<file path="config.mk">
export PLATFORM = sky130hd
export DESIGN_NAME = fir2p_symconv
export DESIGN_NICKNAME = d
export VERILOG_FILES = /design/src/rtl/fir2p_pkg.sv /design/src/rtl/fir2p_delay_line.sv /design/src/rtl/fir2p_subfilter.sv /design/src/rtl/fir2p_post.sv /design/src/rtl/fir2p_symconv.sv
export SDC_FILE = /design/constraint.sdc
export NUM_CORES = 1
export LEC_CHECK = 0
export BUFFER_PORTS_ARGS = -buffer_cell sky130_fd_sc_hd__buf_2
export CORE_MARGIN = 3
export CORE_UTILIZATION = 40
export CTS_CLUSTER_SIZE = 8
export DETAILED_ROUTE_END_ITERATION = 8
export SLEW_MARGIN = 20
export SYNTH_ARGS = -nofsm -noshare
export SYNTH_HDL_FRONTEND = slang
export SYNTH_SLANG_ARGS = --single-unit
</file>
<file path="constraint.sdc">
create_clock -name clk -period 8.44 [get_ports clk]
set_clock_uncertainty 0.1 [all_clocks]
set_input_delay 0.844 -clock clk [delete_from_list [all_inputs] [get_ports clk]]
set_output_delay 0.844 -clock clk [all_outputs]
set_load 0.1 [all_outputs]
</file>
<file path="src/rtl/fir2p_pkg.sv">
// Shared types and width helpers for the two-parallel symmetric FIR.
package fir2p_pkg;

    // How a sub-filter treats its taps.
    typedef enum logic [1:0] {
        SF_PLAIN = 2'd0,   // one multiplier per tap
        SF_SYM   = 2'd1,   // mirrored taps added before a shared multiply
        SF_ANTI  = 2'd2    // mirrored taps subtracted before a shared multiply
    } sf_mode_e;

    // Accumulator width of a sub-filter: input width iw, coefficient width cw,
    // m taps; one bit for the pre-fold, one for sign headroom.
    function automatic int sub_width(int iw, int cw, int m);
        return iw + cw + 1 + $clog2(m) + 1;
    endfunction

endpackage

</file>
<file path="src/rtl/fir2p_delay_line.sv">
// Tapped delay line. Tap j holds the value written j accepted blocks ago,
// tap 0 being the most recent. Shifts only when en is high.
// Assumes DEPTH >= 1.
module fir2p_delay_line #(
    parameter int W     = 5,
    parameter int DEPTH = 4
) (
    input  logic               clk,
    input  logic               rst_n,
    input  logic               en,
    input  logic [W-1:0]       d,
    output logic [DEPTH*W-1:0] taps
);

    logic [W-1:0] stage [DEPTH];

    // Shift register: load tap 0, move the rest down; reset clears all taps.
    always_ff @(posedge clk) begin
        if (!rst_n) begin
            for (int j = 0; j < DEPTH; j++) stage[j] <= '0;
        end else if (en) begin
            stage[0] <= d;
            for (int j = 1; j < DEPTH; j++) stage[j] <= stage[j-1];
        end
    end

    for (genvar j = 0; j < DEPTH; j++) begin : g_tap
        assign taps[j*W +: W] = stage[j];
    end

    // Idle cycles leave the newest tap untouched.
    p_hold_on_idle_r6: assert property (@(posedge clk) disable iff (!rst_n)
        !en |=> $stable(stage[0]));

    if (DEPTH > 1) begin : g_shift_chk
        // An accepted block pushes the previous newest value one tap down.
        p_shift_r6: assert property (@(posedge clk) disable iff (!rst_n)
            en |=> stage[1] == $past(stage[0]));
    end

endmodule

</file>
<file path="src/rtl/fir2p_subfilter.sv">
// Length-M FIR sub-filter with a registered output.
// MODE SF_PLAIN multiplies every tap. SF_SYM and SF_ANTI assume
// coefficient j equals (+/-) coefficient M-1-j. They add (or subtract)
// the two mirrored taps first and use one multiplier per pair. An odd
// middle tap gets its own product; for SF_ANTI its coefficient is zero.
// COEFS holds coefficient j at [j*CFW +: CFW], signed.
module fir2p_subfilter
    import fir2p_pkg::*;
#(
    parameter int               IW    = 5,
    parameter int               CFW   = 5,
    parameter int               M     = 4,
    parameter int               SW    = 16,
    parameter sf_mode_e         MODE  = SF_SYM,
    parameter logic [M*CFW-1:0] COEFS = '0
) (
    input  logic                  clk,
    input  logic                  rst_n,
    input  logic                  en,
    input  logic [M*IW-1:0]       taps,
    output logic signed [SW-1:0]  acc_q
);

    localparam int PW    = IW + 1;
    localparam int PRW   = PW + CFW;
    localparam int PAIRS = M / 2;
    localparam int NPROD = (MODE == SF_PLAIN) ? M : (M + 1) / 2;

    logic signed [PRW-1:0] prod [NPROD];
    logic signed [SW-1:0]  acc_d;

    if (MODE == SF_PLAIN) begin : g_plain
        for (genvar j = 0; j < M; j++) begin : g_tap
            localparam logic signed [CFW-1:0] CF = COEFS[j*CFW +: CFW];
            logic signed [IW-1:0] a;
            assign a       = taps[j*IW +: IW];
            assign prod[j] = PRW'(a) * PRW'(CF);
        end
    end else begin : g_fold
        for (genvar j = 0; j < PAIRS; j++) begin : g_pair
            localparam logic signed [CFW-1:0] CF = COEFS[j*CFW +: CFW];
            logic signed [IW-1:0] a, b;
            logic signed [PW-1:0] folded;
            assign a = taps[j*IW +: IW];
            assign b = taps[(M-1-j)*IW +: IW];
            if (MODE == SF_ANTI) begin : g_sub
                assign folded = PW'(a) - PW'(b);
            end else begin : g_add
                assign folded = PW'(a) + PW'(b);
            end
            assign prod[j] = PRW'(folded) * PRW'(CF);
        end
        if ((M % 2) == 1) begin : g_mid
            localparam logic signed [CFW-1:0] CF = COEFS[PAIRS*CFW +: CFW];
            logic signed [IW-1:0] m;
            assign m           = taps[PAIRS*IW +: IW];
            assign prod[PAIRS] = PRW'(m) * PRW'(CF);
        end
    end

    // Adder tree over all products.
    always_comb begin
        acc_d = '0;
        for (int j = 0; j < NPROD; j++) acc_d += SW'(prod[j]);
    end

    // Output register, loaded once per accepted block.
    always_ff @(posedge clk) begin
        if (!rst_n)  acc_q <= '0;
        else if (en) acc_q <= acc_d;
    end

endmodule

</file>
<file path="src/rtl/fir2p_post.sv">
// Post-adders and halving. a is the sum sub-filter, b the difference
// sub-filter, c the plain cross-term sub-filter, all for the same block.
// y1 = (a-b)/2, y0 = (a+b)/2 - c + c_of_previous_block.
// Assumes a+b and a-b are even (true for mirrored coefficients).
module fir2p_post #(
    parameter int SW = 16,
    parameter int OW = 12
) (
    input  logic                 clk,
    input  logic                 rst_n,
    input  logic                 en,
    input  logic signed [SW-1:0] a,
    input  logic signed [SW-1:0] b,
    input  logic signed [SW-1:0] c,
    output logic                 out_valid,
    output logic signed [OW-1:0] y0,
    output logic signed [OW-1:0] y1
);

    localparam int TW = SW + 2;

    logic signed [TW-1:0] sum_ab, dif_ab, half_s, half_d, c_prev, y0_full;
    logic signed [OW-1:0] y0_trunc, y1_trunc;

    assign sum_ab   = TW'(a) + TW'(b);
    assign dif_ab   = TW'(a) - TW'(b);
    assign half_s   = sum_ab >>> 1;
    assign half_d   = dif_ab >>> 1;
    assign y0_full  = half_s - TW'(c) + c_prev;
    assign y0_trunc = OW'(y0_full);
    assign y1_trunc = OW'(half_d);

    // Output and carried cross-term registers, advanced per accepted block.
    always_ff @(posedge clk) begin
        if (!rst_n) begin
            out_valid <= 1'b0;
            y0        <= '0;
            y1        <= '0;
            c_prev    <= '0;
        end else begin
            out_valid <= en;
            if (en) begin
                y0     <= y0_trunc;
                y1     <= y1_trunc;
                c_prev <= TW'(c);
            end
        end
    end

    // Sum and difference of the two folded sub-filters are even.
    p_exact_half_r4: assert property (@(posedge clk) disable iff (!rst_n)
        en |-> (!sum_ab[0] && !dif_ab[0]));

    // Narrowing to the port width never drops significant bits.
    p_no_overflow_r8: assert property (@(posedge clk) disable iff (!rst_n)
        en |-> (y0_full == TW'(y0_trunc) && half_d == TW'(y1_trunc)));

    // Idle blocks keep the outputs frozen.
    p_outputs_hold_r6: assert property (@(posedge clk) disable iff (!rst_n)
        !en |=> ($stable(y0) && $stable(y1)));

endmodule

</file>
<file path="src/rtl/fir2p_symconv.sv">
// Two-parallel FIR for an even-symmetric, even-length impulse response.
// Pre-adds the two input phases into sum and difference streams and delays
// them together with the odd phase. Runs two folded sub-filters and one plain
// sub-filter, then combines and halves. Latency is three clocks on every path.
// Assumes NTAPS even and >= 2; HALF_COEFS holds h(0)..h(NTAPS/2-1).
module fir2p_symconv
    import fir2p_pkg::*;
#(
    parameter int                     DW         = 4,
    parameter int                     CW         = 4,
    parameter int                     NTAPS      = 8,
    parameter logic [NTAPS/2*CW-1:0]  HALF_COEFS = 16'h87B3,
    localparam int                    OW         = DW + CW + $clog2(NTAPS) + 1
) (
    input  logic                 clk,
    input  logic                 rst_n,
    input  logic                 in_valid,
    input  logic signed [DW-1:0] x0,
    input  logic signed [DW-1:0] x1,
    output logic                 out_valid,
    output logic signed [OW-1:0] y0,
    output logic signed [OW-1:0] y1
);

    localparam int M   = NTAPS / 2;
    localparam int XW  = DW + 1;
    localparam int SFW = CW + 1;
    localparam int SW  = sub_width(XW, SFW, M);

    // Full impulse response tap i, mirrored from the stored half.
    function automatic logic signed [CW-1:0] tap_coef(int i);
        int k;
        k = (i < M) ? i : NTAPS - 1 - i;
        return HALF_COEFS[k*CW +: CW];
    endfunction

    // Sum (anti=0) or difference (anti=1) of the two polyphase sets.
    function automatic logic [M*SFW-1:0] build_fold(bit anti);
        logic [M*SFW-1:0]     v;
        logic signed [SFW-1:0] e, o;
        v = '0;
        for (int j = 0; j < M; j++) begin
            e = tap_coef(2*j);
            o = tap_coef(2*j + 1);
            v[j*SFW +: SFW] = anti ? (e - o) : (e + o);
        end
        return v;
    endfunction

    // Odd polyphase set.
    function automatic logic [M*CW-1:0] build_odd();
        logic [M*CW-1:0] v;
        v = '0;
        for (int j = 0; j < M; j++) v[j*CW +: CW] = tap_coef(2*j + 1);
        return v;
    endfunction

    localparam logic [M*SFW-1:0] SUM_COEFS = build_fold(1'b0);
    localparam logic [M*SFW-1:0] DIF_COEFS = build_fold(1'b1);
    localparam logic [M*CW-1:0]  ODD_COEFS = build_odd();

    logic signed [XW-1:0] xs_d, xd_d;
    logic [M*XW-1:0]      xs_taps, xd_taps;
    logic [M*DW-1:0]      x1_taps;
    logic signed [SW-1:0] acc_sum, acc_dif, acc_odd;
    logic                 v1, v2;

    assign xs_d = XW'(x0) + XW'(x1);
    assign xd_d = XW'(x0) - XW'(x1);

    // Valid tracking through the delay-line and sub-filter stages.
    always_ff @(posedge clk) begin
        if (!rst_n) begin
            v1 <= 1'b0;
            v2 <= 1'b0;
        end else begin
            v1 <= in_valid;
            v2 <= v1;
        end
    end

    fir2p_delay_line #(.W(XW), .DEPTH(M)) u_dl_sum (
        .clk(clk), .rst_n(rst_n), .en(in_valid), .d(xs_d), .taps(xs_taps));

    fir2p_delay_line #(.W(XW), .DEPTH(M)) u_dl_dif (
        .clk(clk), .rst_n(rst_n), .en(in_valid), .d(xd_d), .taps(xd_taps));

    fir2p_delay_line #(.W(DW), .DEPTH(M)) u_dl_odd (
        .clk(clk), .rst_n(rst_n), .en(in_valid), .d(x1), .taps(x1_taps));

    fir2p_subfilter #(.IW(XW), .CFW(SFW), .M(M), .SW(SW),
                      .MODE(SF_SYM), .COEFS(SUM_COEFS)) u_sf_sum (
        .clk(clk), .rst_n(rst_n), .en(v1), .taps(xs_taps), .acc_q(acc_sum));

    fir2p_subfilter #(.IW(XW), .CFW(SFW), .M(M), .SW(SW),
                      .MODE(SF_ANTI), .COEFS(DIF_COEFS)) u_sf_dif (
        .clk(clk), .rst_n(rst_n), .en(v1), .taps(xd_taps), .acc_q(acc_dif));

    fir2p_subfilter #(.IW(DW), .CFW(CW), .M(M), .SW(SW),
                      .MODE(SF_PLAIN), .COEFS(ODD_COEFS)) u_sf_odd (
        .clk(clk), .rst_n(rst_n), .en(v1), .taps(x1_taps), .acc_q(acc_odd));

    fir2p_post #(.SW(SW), .OW(OW)) u_post (
        .clk(clk), .rst_n(rst_n), .en(v2),
        .a(acc_sum), .b(acc_dif), .c(acc_odd),
        .out_valid(out_valid), .y0(y0), .y1(y1));

    // A reset cycle leaves the outputs cleared and not valid.
    p_reset_clear_r7: assert property (@(posedge clk)
        !rst_n |=> (!out_valid && y0 == '0 && y1 == '0));

endmodule

</file>
==> out/metrics.csv <==
metric,value,unit
drtPass1Iterations,5,
multi_input_area,6314,um2
end_kind,flip-flop,
synth_edf_count,52,
synth_largest_area_cell,ha_1,
cp_slowest_cell,fa_1,
status,finished clean,
grtUsageTotal,14.27,%
cts.clk_slew.worst_paths,0.06,ns
synth_most_common_cell,inv_1,
setup_violations,0,
drt-initial-drc-count,324,
p_leak,5.326,nW
core_area,25250,um2
final.setup.tns,0,ns
io_buffers,35,
cp.required,8.61,ns
rsz0062_at_grt,no,
htreeDepth,4,
cpMostUsedCell,fa_1,
criticalPathCategory,flip-flop to flip-flop,
synth.distinct_cells,57,
fill_cells,2419,
fin_crit,5.115,ns
drc,0,
max_freq,0.1955,GHz
vias_per_cell,4.754,
wl_per_cell,13.23,um
cts_made_buffers,17,
cts.path.max_buffers,2,
post_cts_resized,0,
cts_tree,yes,
maxSlewHeadroom,52.72,%
final_util,45.28,%
synthCells,1090,
synth_fp_nets,1306,
ir_drop,221.1,uV
start_kind,flip-flop,
initial_core_util,40.74,%
syn_area,10290,um2
cap_viol_max_count,0,
ys_seq_area_share,29.58,%
syn_area_per_cell,9.439,um2
max_stage_delay,0.55,ns
gp_congestion,0.8284,
synth.top_cells.by_count,"inv_1, ha_1, nor2_1",
grt_pass1_vias,6694,
diodes,0,
post-dp-hpwl,14.83,mm
tightestPinTransition,0.7074,ns
die_h,166.4,um
cts.sinks,126,
vias,6932,
fp.dieW,166.4,um
synth.top_cell.area_share,15.81,%
final_nets,1332,
ys_ff_latch,126,
holdBufCountCts,0,
wirelength,19.29,mm
grt_max_degree,56,
layout-drive-gt1-share,7.447,%
areaGrowthSynthToFinish,11.15,%
path_cells,inv_1 > ha_1 > inv_1 > fa_1 > a21o_1 > a21oi_1 > xnor2_1 > fa_1 > inv_1 > fa_1 > fa_1 > inv_1 > fa_1 > a21o_1 > a21oi_1 > nor2b_1 > o21a_1 > o41ai_2 > xnor2_1 > a21oi_1,
p_per_area,376.7,nW/um2
cp_max_fo,3,
post_cts_buffers,0,
cp_data_arrival_time,5.29,ns
slew_viol_final,0,
grt_antenna_before_repair,0,
hold_class,flip-flop to flip-flop,
boundaryPins,36,
cts_root_buffer,clkbuf_16,
hold_violations,0,
clock_latency,0.41,ns
final_min_period_over_clock_period,60.60,%
synth_flop_cell,dfxtp_1,
die_area,27680,um2
grt_pass1_wl,32.76,mm
netlist_top_cells_area,"ha_1, edfxtp_1, fa_1",
synth-async-reset-ratio,0,%
rows,58,
antenna_left,0,
critical_path.top_delay_family,adder cells,
overflow,0,
cp.buffers_inverters,4,
register_area,3045,um2
ys_warn_count,0,
[power breakdown]
group	leakage [nW]	internal [W]	switching [W]
clock network	0.315	0.000506	0.000285
logic	3.83	0.00117	0.00155
registers	1.18	0.000726	0.0000700
[routing by layer]
metal | GRT usage, % | routed length [um] | up-vias
li1 | - | - | 3639
met1 | 21.13 | 10360 | 3200
met2 | 21.57 | 8263 | 75
met3 | 2.238 | 423 | 18
met4 | 4.304 | 240 | 0
met5 | 0 | 0 | -
[cell usage in the layout (no fill, tap or decap), types with 22 or more instances in the layout]
| cell | count |
|---|---|
| a21oi_1 | 50 |
| buf_2 | 35 |
| dfxtp_1 | 72 |
| edfxtp_1 | 52 |
| fa_1 | 75 |
| ha_1 | 130 |
| inv_1 | 211 |
| mux2i_1 | 36 |
| nand2_1 | 22 |
| nor2_1 | 115 |
| o21ai_0 | 30 |
| xnor2_1 | 37 |
| xor2_1 | 22 |
[worst paths after layout]
check / start / depth (start not counted) / to / slack (ns)
max: u_dl_dif.stage[1][0] / 20 / u_sf_dif.acc_q[11] / 3.33
max reg2reg: u_dl_dif.stage[1][0] / 20 / u_sf_dif.acc_q[11] / 3.33
min: u_post.y1[3] / 2 / u_post.y1[3] / 0.36
min reg2reg: u_post.y1[3] / 2 / u_post.y1[3] / 0.36
[registers in the layout, indices dropped and copies added (netlist names), 11 cells and up]
signal,flops
u_sf_odd.acc_q,12
u_post.y1,12
u_dl_dif.stage,19
u_sf_dif.acc_q,11
u_sf_sum.acc_q,12
u_post.c_prev,12
u_dl_sum.stage,17
u_dl_odd.stage,16
u_post.y0,12
[worst min-delay path: cells and delay by family, from the launching register on]
kind | cells | cell delay, ns
and+or+nand+nor | 1 | 0.06
AOI/OAI and AO/OA | 1 | 0.05
DFF | 1 | 0.31
[cell families after synthesis]
| group | count (synthesis) | synth area share, % |
|---|---|---|
| other cells | 1 | 0.03645 |
| compound gates | 164 | 10.36 |
| buf+inv | 247 | 9.084 |
| mux | 36 | 3.502 |
| simple gates | 251 | 11.80 |
| fa+ha+maj | 205 | 30.40 |
| flops | 126 | 29.58 |
| xor+xnor | 60 | 5.241 |
[final cells by class]
type	instances	share of cell area (%)
Clock buffer	22	4.617
Clock inverter	9	1.018
Inverter	213	6.991
Multi-Input combinational cell	717	55.21
Sequential cell	126	26.63
Tap cell	330	3.610
Timing Repair Buffer	41	1.926
[through the flow]
stage	hold WS [ns]	instances	power, W	area [um2]	worst slack (ns)
final	0.3575	1458	0.004308	11440	3.325
after global routing	0.3825	1458	0.004756	11440	2.963
after CTS	0.3607	1458	0.004360	11440	3.297
after detailed placement	0.3515	1427	0.003539	10790	3.309
after global placement	0.3446	1427	0.003501	10790	3.374
after floorplan	0.3604	1090	0.003054	10290	3.555
Power figures use the tool's default switching activity.
